==> config.mk <==
export PLATFORM = sky130hd
export DESIGN_NAME = valley_cycle_timer
export DESIGN_NICKNAME = d
export VERILOG_FILES = /design/src/rtl/valley_cycle_timer.sv
export SDC_FILE = /design/constraint.sdc
export NUM_CORES = 1
export LEC_CHECK = 0
export CORE_MARGIN = 1
export CORE_UTILIZATION = 50
export CTS_CLUSTER_DIAMETER = 50
export DETAILED_ROUTE_END_ITERATION = 7
export PLACE_DENSITY = 0.72
export RECOVER_POWER = 50
export SLEW_MARGIN = 10
export SYNTH_ARGS = -nofsm -noshare
export SYNTH_HDL_FRONTEND = slang
export SYNTH_SLANG_ARGS = --single-unit
export TNS_END_PERCENT = 30
==> constraint.sdc <==
create_clock -name clk -period 9.4 [get_ports clk]
set_input_delay 2.82 -clock clk [delete_from_list [all_inputs] [get_ports clk]]
set_output_delay 2.82 -clock clk [all_outputs]
set_load 0.05 [all_outputs]
==> src/rtl/valley_cycle_timer.sv <==
module valley_cycle_timer #(
  parameter int TW          = 16,
  parameter int BLANK_CYC   = 30,
  parameter int DELAY_CYC   = 11,
  parameter int SOFT_PERIOD = 1600,
  parameter int HARD_PERIOD = 1800,
  parameter int WDOG_CYC    = 10000
) (
  input  logic          clk,
  input  logic          rst_n,
  input  logic          enable,
  input  logic          zcd,
  input  logic [TW-1:0] ton_cyc,
  input  logic [TW-1:0] tdead_cyc,
  input  logic          gnd_short,
  output logic          gate,
  output logic          gnd_check_req,
  output logic          halted
);

  localparam logic [TW-1:0] BLANK_W  = TW'(BLANK_CYC);
  localparam logic [TW-1:0] DLY_LAST = TW'(DELAY_CYC - 1);
  localparam logic [TW-1:0] SOFT_W   = TW'(SOFT_PERIOD);
  localparam logic [TW-1:0] HARD_W   = TW'(HARD_PERIOD);
  localparam logic [TW-1:0] WD_LAST  = TW'(WDOG_CYC - 1);
  localparam logic [TW-1:0] CNT_MAX  = '1;

  typedef enum logic [2:0] {S_OFF, S_DLY, S_ON, S_CHK, S_HALT} state_t;

  state_t        st;
  logic [TW-1:0] cnt, per, dcnt;
  logic          seen, zcd_q;
  logic          valley, dead_ok, fire, wd_hit, on_done;

  assign valley  = (st == S_OFF) && zcd && !zcd_q && (cnt >= BLANK_W);
  assign dead_ok = seen ? (dcnt >= tdead_cyc) : (tdead_cyc == '0);
  assign fire    = (valley && (dead_ok || per >= SOFT_W)) || (seen && per >= HARD_W);
  assign wd_hit  = !seen && !valley && (cnt == WD_LAST);
  assign on_done = (ton_cyc <= TW'(1)) || (cnt == ton_cyc - 1'b1);

  assign gate          = enable && (st == S_ON);
  assign gnd_check_req = enable && (st == S_CHK);
  assign halted        = (st == S_HALT);

  always_ff @(posedge clk) begin
    if (!rst_n || !enable) begin
      st    <= S_OFF;
      cnt   <= '0;
      per   <= '0;
      dcnt  <= '0;
      seen  <= 1'b0;
      zcd_q <= rst_n ? zcd : 1'b0;
    end else begin
      zcd_q <= zcd;
      if (per < HARD_W) per <= per + 1'b1;
      case (st)
        S_OFF: begin
          if (cnt != CNT_MAX) cnt <= cnt + 1'b1;
          if (seen && dcnt != CNT_MAX) dcnt <= dcnt + 1'b1;
          if (valley && !seen) begin
            seen <= 1'b1;
            dcnt <= TW'(1);
          end
          if (fire) begin
            st   <= S_DLY;
            cnt  <= '0;
            seen <= 1'b0;
            dcnt <= '0;
          end else if (wd_hit) begin
            st  <= S_CHK;
            cnt <= '0;
          end
        end
        S_CHK: begin
          if (gnd_short) st <= S_HALT;
          else begin
            st  <= S_DLY;
            cnt <= '0;
          end
        end
        S_DLY: begin
          if (cnt == DLY_LAST) begin
            st  <= S_ON;
            cnt <= '0;
            per <= '0;
          end else cnt <= cnt + 1'b1;
        end
        S_ON: begin
          if (on_done) begin
            st  <= S_OFF;
            cnt <= '0;
          end else cnt <= cnt + 1'b1;
        end
        S_HALT: st <= S_HALT;
        default: st <= S_OFF;
      endcase
    end
  end

endmodule


==> results of run 1 <==
## cell usage after synthesis, drive strengths merged, types with 3 or more instances
library cell / n
nor2: 66
dfxtp: 53
inv: 31
nand2: 27
xnor2: 25
ha: 23
a21oi: 20
nor4: 20
clkbuf: 19
nor3: 19
o21ai: 18
xor2: 18
a31oi: 14
nand3: 14
nand4: 14
and3: 11
nand2b: 11
or3: 9
a211oi: 7
or4: 7
and2: 5
or2: 5
a2111oi: 4
buf: 4
o21a: 4
a311oi: 3
nand3b: 3
nor2b: 3
nor4b: 3
## sequential cells by signal (all words and copies together), names as in the netlist
signal  flops
per        16
dcnt       16
seen        1
zcd_q       1
cnt        16
st          3
## cell families after synthesis
logic type / share of synthesized area [%]
DFF: 28.0
AOI/OAI and AO/OA: 16.9
and+or+nand+nor: 31.5
xor gates and xnor gates: 9.93
buffers and inverters: 5.64
adders and majority gates: 7.59
muxes: 0.561
## path summary, 6_finish.rpt
path | start | to | slack, ns | cells after the start
worst max-delay path | enable | gate | 2.10 | 3
worst min-delay path | per[12] | per[12] | 0.43 | 2
worst max register to register | dcnt[0] | dcnt[11] | 5.81 | 10
worst min register to register | per[12] | per[12] | 0.43 | 2
## power by group
| group | switching, W | internal [W] |
|---|---|---|
| logic | 0.0000226 | 0.0000241 |
| clock network | 0.0000768 | 0.0000584 |
| registers | 0.00000139 | 0.000225 |
## layout make-up
class                      instances  area [µm²]  area share (%)
sequential                        53        1060            24.6
clock buffer                       6        82.6            1.92
inverter                          31         116            2.70
timing repair buffer              41         402            9.32
multi-input combinational        385        2520            58.4
tap                               99         124            2.87
clock inverter                     1        7.51           0.174
## worst min-delay path, stage by stage (launching register included)
cell	delay (ns)
dfxtp_1	0.32
inv_1	0.04
nor2_1	0.03
## through the flow
step	total power (W)	std cells	hold slack, ns	setup WS [ns]	util, %
after floorplan	0.000255	492	0.403	2.23	-
after global placement	0.000278	609	0.410	2.17	57.9
after detailed placement	0.000279	609	0.412	2.08	57.9
after CTS	0.000411	616	0.426	2.08	59.2
after global routing	0.000424	616	0.449	2.01	59.1
final	0.000409	616	0.427	2.10	59.1
## metal layers
layer | routed length, µm | global-route usage (%) | vias up
met5 | 0 | 0 | -
met4 | 110 | 6.93 | 0
met3 | 365 | 2.95 | 11
met2 | 4320 | 40.7 | 89
met1 | 4230 | 31.2 | 1706
li1 | - | - | 1825
## layout by cell type (no fill, tap or decap), types with 4 or more instances in the layout
master / instances
or3_1: 9
nand4_1: 14
nand2_1: 27
o21a_1: 4
xor2_1: 18
nor3_1: 19
a211oi_1: 7
and2_1: 4
or2_2: 4
ha_1: 23
nand2b_1: 11
clkdlybuf4s50_1: 36
o21ai_0: 17
inv_1: 31
dfxtp_1: 53
clkbuf_8: 6
or4_1: 6
a31oi_1: 14
nor2_1: 66
nor4_1: 19
nand3_1: 14
xnor2_1: 25
a21oi_1: 19
and3_1: 11
==> impl_results.html, run 1 <==
<table>
<tr><th>Metric</th><th>Value</th></tr>
<tr><th colspan="2">CTS</th></tr>
<tr><td>Clock buffers created by TritonCTS</td><td>5</td></tr>
<tr><td>Later-pin clock latency in the skew report</td><td>between 0.3 and 0.4 ns</td></tr>
<tr><td>Deepest level of the CTS H-tree</td><td>2</td></tr>
<tr><td>Buffers from clock root to sink, at most</td><td>2</td></tr>
<tr><td>Clock sink count</td><td>53</td></tr>
<tr><td>Count of instances resized after the clock tree is built</td><td>0</td></tr>
<tr><td>CTS root buf</td><td>clkbuf_8</td></tr>
<tr><td>Clock slew at the register clock pins of the worst setup and hold paths</td><td>about 0.090 ns</td></tr>
<tr><td>Cts hold-fix bufs</td><td>0</td></tr>
<tr><td>TritonCTS clock tree</td><td>done</td></tr>
<tr><td>Post-CTS setup buffers</td><td>0</td></tr>
<tr><th colspan="2">STA</th></tr>
<tr><td>Final worst-path cycle share</td><td>between 70% and 80%</td></tr>
<tr><td>Layout Skew</td><td>0.0105 ns</td></tr>
<tr><td>Maximum clock rate</td><td>137 MHz</td></tr>
<tr><td>Total negative slack for setup checks</td><td>0 ns</td></tr>
<tr><td>Unrepaired setup endpoints after global routing</td><td>no</td></tr>
<tr><td>Post-layout min period</td><td>about 7.3 ns</td></tr>
<tr><td>Finish-stage setup viols</td><td>0</td></tr>
<tr><td>Worst Max-Slew Pin Slew</td><td>1.13 ns</td></tr>
<tr><td>Number of hold violations in the final report</td><td>0</td></tr>
<tr><td>Slew Viols, Final</td><td>0</td></tr>
<tr><td>Max-slew headroom</td><td>24.0%</td></tr>
<tr><th colspan="2">Finish</th></tr>
<tr><td>Fill cells</td><td>734</td></tr>
<tr><td>Diode insertion count for antenna repair</td><td>0</td></tr>
<tr><td>Layout Area Growth over Synthesis</td><td>13.7%</td></tr>
<tr><td>Final Cell Area</td><td>roughly 0.0043 mm²</td></tr>
<tr><td>Share of post-route cells with drive strength above 1</td><td>4.06%</td></tr>
<tr><td>Total Nets Final</td><td>577</td></tr>
<tr><th colspan="2">Critical path</th></tr>
<tr><td>Crit Path Max Fanout</td><td>4</td></tr>
<tr><td>Crit path top cell by count</td><td>clkdlybuf4s50_1</td></tr>
<tr><td>Critical path, cell by cell</td><td>clkdlybuf4s50_1 &gt; nor4bb_1 &gt; clkdlybuf4s50_1</td></tr>
<tr><td>Largest delay contributor family on the critical path</td><td>buffers and inverters</td></tr>
<tr><td>Arrival time reported for the critical path endpoint</td><td>4.48 ns</td></tr>
<tr><td>Cell with the largest stage delay on the worst path</td><td>clkdlybuf4s50_1</td></tr>
<tr><td>Kind of start point of the critical path</td><td>primary input</td></tr>
<tr><td>Peak per-stage delay on the critical path</td><td>0.85 ns</td></tr>
<tr><td>Kind of end point of the critical path</td><td>output port</td></tr>
<tr><td>Buffers &amp; Inverters on Critical Path</td><td>2</td></tr>
<tr><td>Worst endpoint required time</td><td>6.58 ns</td></tr>
<tr><td>Worst setup path category</td><td>in2out</td></tr>
<tr><th colspan="2">Floorplanning</th></tr>
<tr><td>Initial Utilization</td><td>between 50 and 60%</td></tr>
<tr><td>Vertical extent of the die</td><td>89.1 µm</td></tr>
<tr><td>Die area</td><td>0.00794 mm²</td></tr>
<tr><td>I/O pin count</td><td>40</td></tr>
<tr><td>Placement row count</td><td>31</td></tr>
<tr><td>Area of the core region</td><td>0.00729 mm²</td></tr>
<tr><td>Overall die width</td><td>89.1 µm</td></tr>
<tr><th colspan="2">Logic synthesis</th></tr>
<tr><td>Fraction of registers with async set or reset after synthesis</td><td>0%</td></tr>
<tr><td>Part of the Yosys area used for sequential elements</td><td>approximately 28%</td></tr>
<tr><td>Number of instances in the synthesized netlist</td><td>between 400 and 500</td></tr>
<tr><td>Number of enable-type register cells in the synthesized netlist</td><td>0</td></tr>
<tr><td>Post-synthesis cell type with the largest combined area</td><td>dfxtp_1</td></tr>
<tr><td>Most used flip-flop cell after synthesis</td><td>dfxtp_1</td></tr>
<tr><td>Yosys synthesis warning count</td><td>0</td></tr>
<tr><td>Most area-consuming cells after synthesis</td><td>dfxtp_1, ha_1, nor2_1</td></tr>
<tr><td>Synth unique cells</td><td>62</td></tr>
<tr><td>Top cell type's share of synthesized area</td><td>between 20% and 30%</td></tr>
<tr><td>Mapped Area</td><td>0.00379 mm²</td></tr>
<tr><td>Mean instance size in the synthesized netlist</td><td>7.71 µm²</td></tr>
<tr><td>Number of nets in the synthesized netlist</td><td>552</td></tr>
<tr><td>Flip-flop and latch count after synthesis</td><td>53</td></tr>
<tr><th colspan="2">Power</th></tr>
<tr><td>Static leakage</td><td>roughly 1.6 nW</td></tr>
<tr><td>Cell area power density</td><td>94.8 mW/mm²</td></tr>
<tr><td>Maximum ir drop on the vdd rail</td><td>0.0000796 V</td></tr>
<tr><th colspan="2">Min path</th></tr>
<tr><td>Tightest Hold Check Type</td><td>reg2reg</td></tr>
<tr><th colspan="2">GRT</th></tr>
<tr><td>Overall routing resource usage</td><td>23.7%</td></tr>
<tr><td>Global-route wire length before repair</td><td>around 15000 µm</td></tr>
<tr><td>Pin count of the biggest net entering global routing</td><td>17</td></tr>
<tr><td>Overall overflow remaining after global route</td><td>0</td></tr>
<tr><td>Number of global-route vias before repair</td><td>3230</td></tr>
<tr><td>Number of antenna violations at the first check in global routing</td><td>0</td></tr>
<tr><th colspan="2">Place</th></tr>
<tr><td>Port Buf Inserts</td><td>39</td></tr>
<tr><td>DP Area</td><td>0.00423 mm²</td></tr>
<tr><td>HPWL Detailed</td><td>6850 µm</td></tr>
<tr><td>Final RePlAce weighted congestion</td><td>0.884</td></tr>
<tr><th colspan="2">Detailed routing</th></tr>
<tr><td>First-pass iteration count of the detailed router</td><td>4</td></tr>
<tr><td>Number of nets still failing antenna checks after routing</td><td>0</td></tr>
<tr><td>Drt first-iter violations</td><td>217</td></tr>
<tr><td>Via count</td><td>3631</td></tr>
<tr><td>WL final</td><td>9020 µm</td></tr>
<tr><td>Post-DR wirelength/cell</td><td>14.6 µm</td></tr>
<tr><td>Final routed DRC violation total</td><td>0</td></tr>
<tr><td>Via-per-instance ratio</td><td>5.89</td></tr>
<tr><th colspan="2">Run status</th></tr>
<tr><td>Result of the run</td><td>completed</td></tr>
<tr><th colspan="2">Job</th></tr>
<tr><td>Maxcap violations</td><td>0</td></tr>
</table>
No activity file was read; power rests on OpenSTA's default activity.
==> run 2, diff against run 1 <==
- clock period: 9.4 -> 7 ns (I/O delays scaled with it)
==> run 2 against run 1 <==
Net effect:
- clock power rose by 32%
- critical path depth unchanged
- worst hold slack about the same
- largest power group unchanged
==> impl_results.html, run 2 (same netlist as run 1, synthesis figures left out) <==
<table>
<tr><th>Metric</th><th>Value</th></tr>
<tr><th colspan="2">Finish</th></tr>
<tr><td>Total Nets Final</td><td>~580</td></tr>
<tr><td>Multi-input combinational cell area</td><td>0.00252 mm²</td></tr>
<tr><td>Share of post-route cells with drive strength above 1</td><td>4.25%</td></tr>
<tr><td>Commonest non-fill, non-tap cell in the layout</td><td>nor2_1</td></tr>
<tr><td>Seq. cell area</td><td>0.00106 mm²</td></tr>
<tr><td>Fill cells</td><td>740</td></tr>
<tr><td>Top library cells by usage in the layout, fill and taps aside</td><td>nor2_1, dfxtp_1, clkdlybuf4s50_1</td></tr>
<tr><td>Diode insertion count for antenna repair</td><td>0</td></tr>
<tr><td>Layout Area Growth over Synthesis</td><td>13.9%</td></tr>
<tr><td>Non-filler cells in the finished layout</td><td>617</td></tr>
<tr><td>Largest registers</td><td>cnt (16), dcnt (16), per (16)</td></tr>
<tr><th colspan="2">Detailed routing</th></tr>
<tr><td>WL final</td><td>between 8000 and 9000 µm</td></tr>
<tr><td>Via-per-instance ratio</td><td>5.86</td></tr>
<tr><td>Drt first-iter violations</td><td>between 150 and 200</td></tr>
<tr><td>Final routed DRC violation total</td><td>0</td></tr>
<tr><td>Number of nets still failing antenna checks after routing</td><td>0</td></tr>
<tr><td>Via count</td><td>3617</td></tr>
<tr><td>First-pass iteration count of the detailed router</td><td>4</td></tr>
<tr><td>Post-DR wirelength/cell</td><td>roughly 14 µm</td></tr>
<tr><th colspan="2">CTS</th></tr>
<tr><td>Count of instances resized after the clock tree is built</td><td>0</td></tr>
<tr><td>Deepest level of the CTS H-tree</td><td>2</td></tr>
<tr><td>Post-CTS setup buffers</td><td>0</td></tr>
<tr><td>Cts hold-fix bufs</td><td>0</td></tr>
<tr><td>Clock sink count</td><td>53</td></tr>
<tr><td>Later-pin clock latency in the skew report</td><td>0.30 ns</td></tr>
<tr><td>TritonCTS clock tree</td><td>done</td></tr>
<tr><td>Clock buffers created by TritonCTS</td><td>5</td></tr>
<tr><td>CTS root buf</td><td>clkbuf_8</td></tr>
<tr><td>Clock slew at the register clock pins of the worst setup and hold paths</td><td>0.09 ns</td></tr>
<tr><td>Buffers from clock root to sink, at most</td><td>2</td></tr>
<tr><th colspan="2">GRT</th></tr>
<tr><td>Met3 layer usage reported by global route</td><td>3.14%</td></tr>
<tr><td>Number of antenna violations at the first check in global routing</td><td>0</td></tr>
<tr><td>Global-route wire length before repair</td><td>14800 µm</td></tr>
<tr><td>Overall overflow remaining after global route</td><td>0</td></tr>
<tr><td>Overall routing resource usage</td><td>23.7%</td></tr>
<tr><td>Met2 capacity usage during global routing</td><td>41.7%</td></tr>
<tr><td>Pin count of the biggest net entering global routing</td><td>17</td></tr>
<tr><td>GR peak layer</td><td>met2</td></tr>
<tr><td>Number of global-route vias before repair</td><td>3301</td></tr>
<tr><td>Met1 track demand over resource in global routing</td><td>30.6%</td></tr>
<tr><th colspan="2">Critical path</th></tr>
<tr><td>Worst reg2reg path endpoint</td><td>cnt[13]</td></tr>
<tr><td>Crit path top cell by count</td><td>clkdlybuf4s50_1</td></tr>
<tr><td>Largest delay contributor family on the critical path</td><td>buffers and inverters</td></tr>
<tr><td>Buffers &amp; Inverters on Critical Path</td><td>2</td></tr>
<tr><td>Cell with the largest stage delay on the worst path</td><td>clkdlybuf4s50_1</td></tr>
<tr><td>Reg-to-reg slack, setup</td><td>4.01 ns</td></tr>
<tr><td>Peak per-stage delay on the critical path</td><td>0.85 ns</td></tr>
<tr><td>Critical path, cell by cell</td><td>clkdlybuf4s50_1 &gt; nor4bb_1 &gt; clkdlybuf4s50_1</td></tr>
<tr><td>Worst setup path category</td><td>in2out</td></tr>
<tr><td>Worst endpoint required time</td><td>4.90 ns</td></tr>
<tr><td>R2R cell count</td><td>9</td></tr>
<tr><td>Kind of start point of the critical path</td><td>primary input</td></tr>
<tr><td>Kind of end point of the critical path</td><td>output port</td></tr>
<tr><td>Reg-to-reg startpoint</td><td>dcnt[13]</td></tr>
<tr><td>Crit Path Max Fanout</td><td>4</td></tr>
<tr><td>Arrival time reported for the critical path endpoint</td><td>around 3.7 ns</td></tr>
<tr><th colspan="2">Floorplanning</th></tr>
<tr><td>Initial Utilization</td><td>52.0%</td></tr>
<tr><td>Vertical extent of the die</td><td>89.1 µm</td></tr>
<tr><td>Die area</td><td>about 0.0079 mm²</td></tr>
<tr><td>Area of the core region</td><td>approximately 0.0073 mm²</td></tr>
<tr><td>Overall die width</td><td>89.1 µm</td></tr>
<tr><td>I/O pin count</td><td>40</td></tr>
<tr><td>Placement row count</td><td>31</td></tr>
<tr><th colspan="2">STA</th></tr>
<tr><td>Number of hold violations in the final report</td><td>0</td></tr>
<tr><td>Worst Max-Slew Pin Slew</td><td>between 0.6 and 0.7 ns</td></tr>
<tr><td>Layout Skew</td><td>between 0.01 and 0.015 ns</td></tr>
<tr><td>Total negative slack for setup checks</td><td>0 ns</td></tr>
<tr><td>Finish-stage setup viols</td><td>0</td></tr>
<tr><td>Max-slew headroom</td><td>between 50% and 60%</td></tr>
<tr><td>Slew Viols, Final</td><td>0</td></tr>
<tr><td>Final worst-path cycle share</td><td>roughly 83%</td></tr>
<tr><td>Unrepaired setup endpoints after global routing</td><td>no</td></tr>
<tr><td>Maximum clock rate</td><td>171 MHz</td></tr>
<tr><td>Post-layout min period</td><td>5.84 ns</td></tr>
<tr><th colspan="2">Min path</th></tr>
<tr><td>Cell count of the worst hold path</td><td>2</td></tr>
<tr><td>Endpoint, Worst Hold</td><td>per[11]</td></tr>
<tr><td>Worst Hold Launch</td><td>per[11]</td></tr>
<tr><td>Tightest Hold Check Type</td><td>reg2reg</td></tr>
<tr><th colspan="2">Place</th></tr>
<tr><td>Placed Cells</td><td>610</td></tr>
<tr><td>Final RePlAce weighted congestion</td><td>0.852</td></tr>
<tr><td>Port Buf Inserts</td><td>39</td></tr>
<tr><td>HPWL Detailed</td><td>6860 µm</td></tr>
<tr><th colspan="2">Run status</th></tr>
<tr><td>Result of the run</td><td>completed</td></tr>
<tr><th colspan="2">Job</th></tr>
<tr><td>Maxcap violations</td><td>0</td></tr>
<tr><th colspan="2">Power</th></tr>
<tr><td>Cell area power density</td><td>126 mW/mm²</td></tr>
<tr><td>Maximum ir drop on the vdd rail</td><td>0.000143 V</td></tr>
<tr><td>Static leakage</td><td>1.57 nW</td></tr>
</table>
run 2: cell count changes in the layout (fill, tap and decap cells not counted), sizes merged:
cell / before / now
buf: 1 / 2
run 2: area by class of cell:
cell class,count,area share (%)
multi-input combinational,385,58.3
sequential,53,24.6
inverter,31,2.69
clock buffer,6,1.91
timing repair buffer,42,9.47
tap,99,2.87
clock inverter,1,0.174
run 2: report_power, final:
group	internal, W	switching (W)	total (W)
Clock	0.0000785	0.0000999	0.000178
Sequential	0.000303	0.00000185	0.000305
Combinational	0.0000324	0.0000300	0.0000624
Total	0.000414	0.000132	0.000545
run 2: per-stage QoR:
| stage | total power (W) | cell area, µm² | utilization [%] | hold WS (ns) | worst slack [ns] |
|---|---|---|---|---|---|
| 2_1_floorplan | 0.000342 | 3790 | - | 0.403 | 1.27 |
| 3_3_place_gp | 0.000373 | 4230 | 58.0 | 0.411 | 1.21 |
| 3_5_place_dp | 0.000374 | 4230 | 58.0 | 0.414 | 1.15 |
| 4_1_cts | 0.000549 | 4320 | 59.3 | 0.427 | 1.15 |
| 5_1_grt | 0.000569 | 4320 | 59.2 | 0.450 | 1.13 |
| 6_report | 0.000545 | 4320 | 59.2 | 0.427 | 1.16 |
run 2: worst max path at each step:
stage,depth (start not counted),start,to
floorplan,1,enable,gate
global placement,3,enable,gate
detailed placement,3,enable,gate
CTS,3,enable,gate
global route,3,enable,gate
finish,3,enable,gate
run 2: per-layer routing:
metal  vias to the layer above  part of all wire [%]
li1                       1830                     -
met1                      1681                    46
met2                        95                    49
met3                        11                   4.0
met4                         0                   1.3
met5                         -                     0
run 2: worst reg2reg max path: stages, from the launching register on:
cell     delay [ns]
dfxtp_1        0.37
ha_1           0.32
nand4_1        0.17
nor4_1         0.38
a31oi_1        0.20
a31oi_1        0.37
o32ai_1        0.22
a221o_1        0.37
o21ai_4        0.37
nor2_1         0.10
==> run 3, diff against run 2 <==
- PLACE_DENSITY: 0.72 -> 0.75
- clock period: 7 -> 5.06 ns (I/O delays scaled with it)
==> run 3 against run 2 <==
Net effect:
- register-to-register slack got worse by 2.2 ns
- sequential power rose by 38%
- wire length fell by 0.26%
- utilization rose by 0.26 points
- flip-flop and latch count did not move
- final area rose by 0.43%
- worst hold slack improved by 0.0012 ns
- clock skew rose by 0.00086 ns
- critical endpoint is now gnd_check_req
- largest power group unchanged
- highest routed layer unchanged
==> impl_results.html, run 3 (same netlist as run 1, synthesis figures left out) <==
<table>
<tr><th>Metric</th><th>Value</th></tr>
<tr><th colspan="2">Power</th></tr>
<tr><td>Static leakage</td><td>1.58 nW</td></tr>
<tr><td>Maximum ir drop on the vdd rail</td><td>0.000136 V</td></tr>
<tr><td>Overall power</td><td>0.000744 W</td></tr>
<tr><td>Cell area power density</td><td>171 mW/mm²</td></tr>
<tr><th colspan="2">GRT</th></tr>
<tr><td>Overall routing resource usage</td><td>23.5%</td></tr>
<tr><td>Number of global-route vias before repair</td><td>3333</td></tr>
<tr><td>Number of antenna violations at the first check in global routing</td><td>0</td></tr>
<tr><td>Global-route wire length before repair</td><td>14700 µm</td></tr>
<tr><td>Pin count of the biggest net entering global routing</td><td>17</td></tr>
<tr><td>Overall overflow remaining after global route</td><td>0</td></tr>
<tr><th colspan="2">Detailed routing</th></tr>
<tr><td>Post-DR wirelength/cell</td><td>14.2 µm</td></tr>
<tr><td>Drt first-iter violations</td><td>192</td></tr>
<tr><td>Number of nets still failing antenna checks after routing</td><td>0</td></tr>
<tr><td>WL final</td><td>8830 µm</td></tr>
<tr><td>Via count</td><td>3604</td></tr>
<tr><td>Via-per-instance ratio</td><td>just under 6</td></tr>
<tr><td>Final routed DRC violation total</td><td>0</td></tr>
<tr><td>First-pass iteration count of the detailed router</td><td>4</td></tr>
<tr><th colspan="2">CTS</th></tr>
<tr><td>Later-pin clock latency in the skew report</td><td>0.30 ns</td></tr>
<tr><td>Clock slew at the register clock pins of the worst setup and hold paths</td><td>0.09 ns</td></tr>
<tr><td>Deepest level of the CTS H-tree</td><td>2</td></tr>
<tr><td>Count of instances resized after the clock tree is built</td><td>0</td></tr>
<tr><td>Clock sink count</td><td>53</td></tr>
<tr><td>Post-CTS setup buffers</td><td>0</td></tr>
<tr><td>Cts hold-fix bufs</td><td>0</td></tr>
<tr><td>Buffers from clock root to sink, at most</td><td>2</td></tr>
<tr><td>CTS root buf</td><td>clkbuf_8</td></tr>
<tr><td>TritonCTS clock tree</td><td>done</td></tr>
<tr><td>Clock buffers created by TritonCTS</td><td>5</td></tr>
<tr><th colspan="2">Finish</th></tr>
<tr><td>Total Nets Final</td><td>581</td></tr>
<tr><td>Multi-input combinational cell area</td><td>0.00252 mm²</td></tr>
<tr><td>Share of post-route cells with drive strength above 1</td><td>4.41%</td></tr>
<tr><td>Utilization after layout</td><td>59.5%</td></tr>
<tr><td>Top library cells by usage in the layout, fill and taps aside</td><td>nor2_1, dfxtp_1, clkdlybuf4s50_1</td></tr>
<tr><td>Commonest non-fill, non-tap cell in the layout</td><td>nor2_1</td></tr>
<tr><td>Diode insertion count for antenna repair</td><td>0</td></tr>
<tr><td>Fill cells</td><td>about 690</td></tr>
<tr><td>Layout Area Growth over Synthesis</td><td>14.3%</td></tr>
<tr><td>Seq. cell area</td><td>between 0.001 and 0.0015 mm²</td></tr>
<tr><td>Largest registers</td><td>cnt (16), dcnt (16), per (16)</td></tr>
<tr><th colspan="2">STA</th></tr>
<tr><td>Final worst-path cycle share</td><td>approximately nine tenths</td></tr>
<tr><td>Worst Max-Slew Pin Slew</td><td>0.885 ns</td></tr>
<tr><td>Post-layout min period</td><td>4.56 ns</td></tr>
<tr><td>Worst hold slack across all endpoints</td><td>0.428 ns</td></tr>
<tr><td>Layout Skew</td><td>0.0109 ns</td></tr>
<tr><td>Number of hold violations in the final report</td><td>0</td></tr>
<tr><td>Finish-stage setup viols</td><td>0</td></tr>
<tr><td>Post-route worst setup slack</td><td>0.499 ns</td></tr>
<tr><td>Unrepaired setup endpoints after global routing</td><td>no</td></tr>
<tr><td>Slew Viols, Final</td><td>0</td></tr>
<tr><td>Total negative slack for setup checks</td><td>0 ns</td></tr>
<tr><td>Maximum clock rate</td><td>219 MHz</td></tr>
<tr><td>Max-slew headroom</td><td>40.5%</td></tr>
<tr><th colspan="2">Floorplanning</th></tr>
<tr><td>Die area</td><td>0.00794 mm²</td></tr>
<tr><td>Initial Utilization</td><td>52.0%</td></tr>
<tr><td>Overall die width</td><td>between 80 and 90 µm</td></tr>
<tr><td>Area of the core region</td><td>approximately 0.0073 mm²</td></tr>
<tr><td>Vertical extent of the die</td><td>89.1 µm</td></tr>
<tr><td>Placement row count</td><td>31</td></tr>
<tr><td>I/O pin count</td><td>40</td></tr>
<tr><th colspan="2">Run status</th></tr>
<tr><td>Result of the run</td><td>completed</td></tr>
<tr><th colspan="2">Critical path</th></tr>
<tr><td>Arrival time reported for the critical path endpoint</td><td>~3.0 ns</td></tr>
<tr><td>Crit Path Max Fanout</td><td>4</td></tr>
<tr><td>Cell with the largest stage delay on the worst path</td><td>clkdlybuf4s50_1</td></tr>
<tr><td>Kind of start point of the critical path</td><td>primary input</td></tr>
<tr><td>Kind of end point of the critical path</td><td>output port</td></tr>
<tr><td>Crit path top cell by count</td><td>clkdlybuf4s50_1</td></tr>
<tr><td>Critical path, cell by cell</td><td>clkdlybuf4s50_1 &gt; and4b_1 &gt; clkdlybuf4s50_1</td></tr>
<tr><td>Peak per-stage delay on the critical path</td><td>0.80 ns</td></tr>
<tr><td>Reg-to-reg startpoint</td><td>per[14]</td></tr>
<tr><td>Worst setup startpoint</td><td>enable</td></tr>
<tr><td>Worst endpoint required time</td><td>about 3.5 ns</td></tr>
<tr><td>Worst setup path category</td><td>in2out</td></tr>
<tr><th colspan="2">Place</th></tr>
<tr><td>HPWL Detailed</td><td>6850 µm</td></tr>
<tr><td>Worst-case setup slack after placement</td><td>0.243 ns</td></tr>
<tr><td>Port Buf Inserts</td><td>39</td></tr>
<tr><td>Final RePlAce weighted congestion</td><td>between 0.8 and 0.9</td></tr>
<tr><th colspan="2">Min path</th></tr>
<tr><td>Worst Hold Launch</td><td>per[13]</td></tr>
<tr><td>Tightest Hold Check Type</td><td>reg2reg</td></tr>
<tr><th colspan="2">Job</th></tr>
<tr><td>Maxcap violations</td><td>0</td></tr>
</table>
[run 3: changes by cell type in the layout (fill, tap and decap cells not counted)]
cell and delta:
buf_12 +1, buf_4 +1, clkbuf_1 +4, clkbuf_8 -1
clkdlybuf4s50_1 -2, dlygate4sd3_1 +1
[run 3: power breakdown]
group	total [W]	internal [W]	switching, W	leakage (nW)
combinational	0.0000889	0.0000466	0.0000423	1.11
sequential	0.000421	0.000419	0.00000249	0.428
clock	0.000234	0.0000983	0.000136	0.0385
total	0.000744	0.000564	0.000180	1.58
[run 3: metrics by stage]
step           std cells  cell area [µm²]
2_1_floorplan        492             3790
6_report             621             4340
5_1_grt              621             4340
4_1_cts              621             4350
3_3_place_gp         613             4270
3_5_place_dp         613             4270
[run 3: worst paths after layout]
check	slack, ns	endpoint	cells past startpoint
setup / recovery	0.50	gnd_check_req	3
hold / removal	0.43	per[13]	2
setup reg to reg	1.85	cnt[0]	9
hold reg to reg	0.43	per[13]	2
[run 3: worst max-delay path: cells and delay by family]
kind / cells / cell delay (ns)
buf+inv: 2 / 1.32
simple gates: 1 / 0.21
[run 3: routing by layer]
layer  GRT usage [%]  up-vias  share of wire (%)
met1            30.4     1675                 47
met4            6.78        0                1.2
li1                -     1835                  -
met5               0        -                  0
met2            40.2       84                 47
met3            4.06       10                4.6
[run 3: cell type report]
cell class	count	area share, %
clock buffers	7	1.76
clock inverters	1	0.173
inverters	31	2.68
multi-input cells	385	58.1
flip-flops and latches	53	24.5
well taps	99	2.86
repair buffers	45	10.0
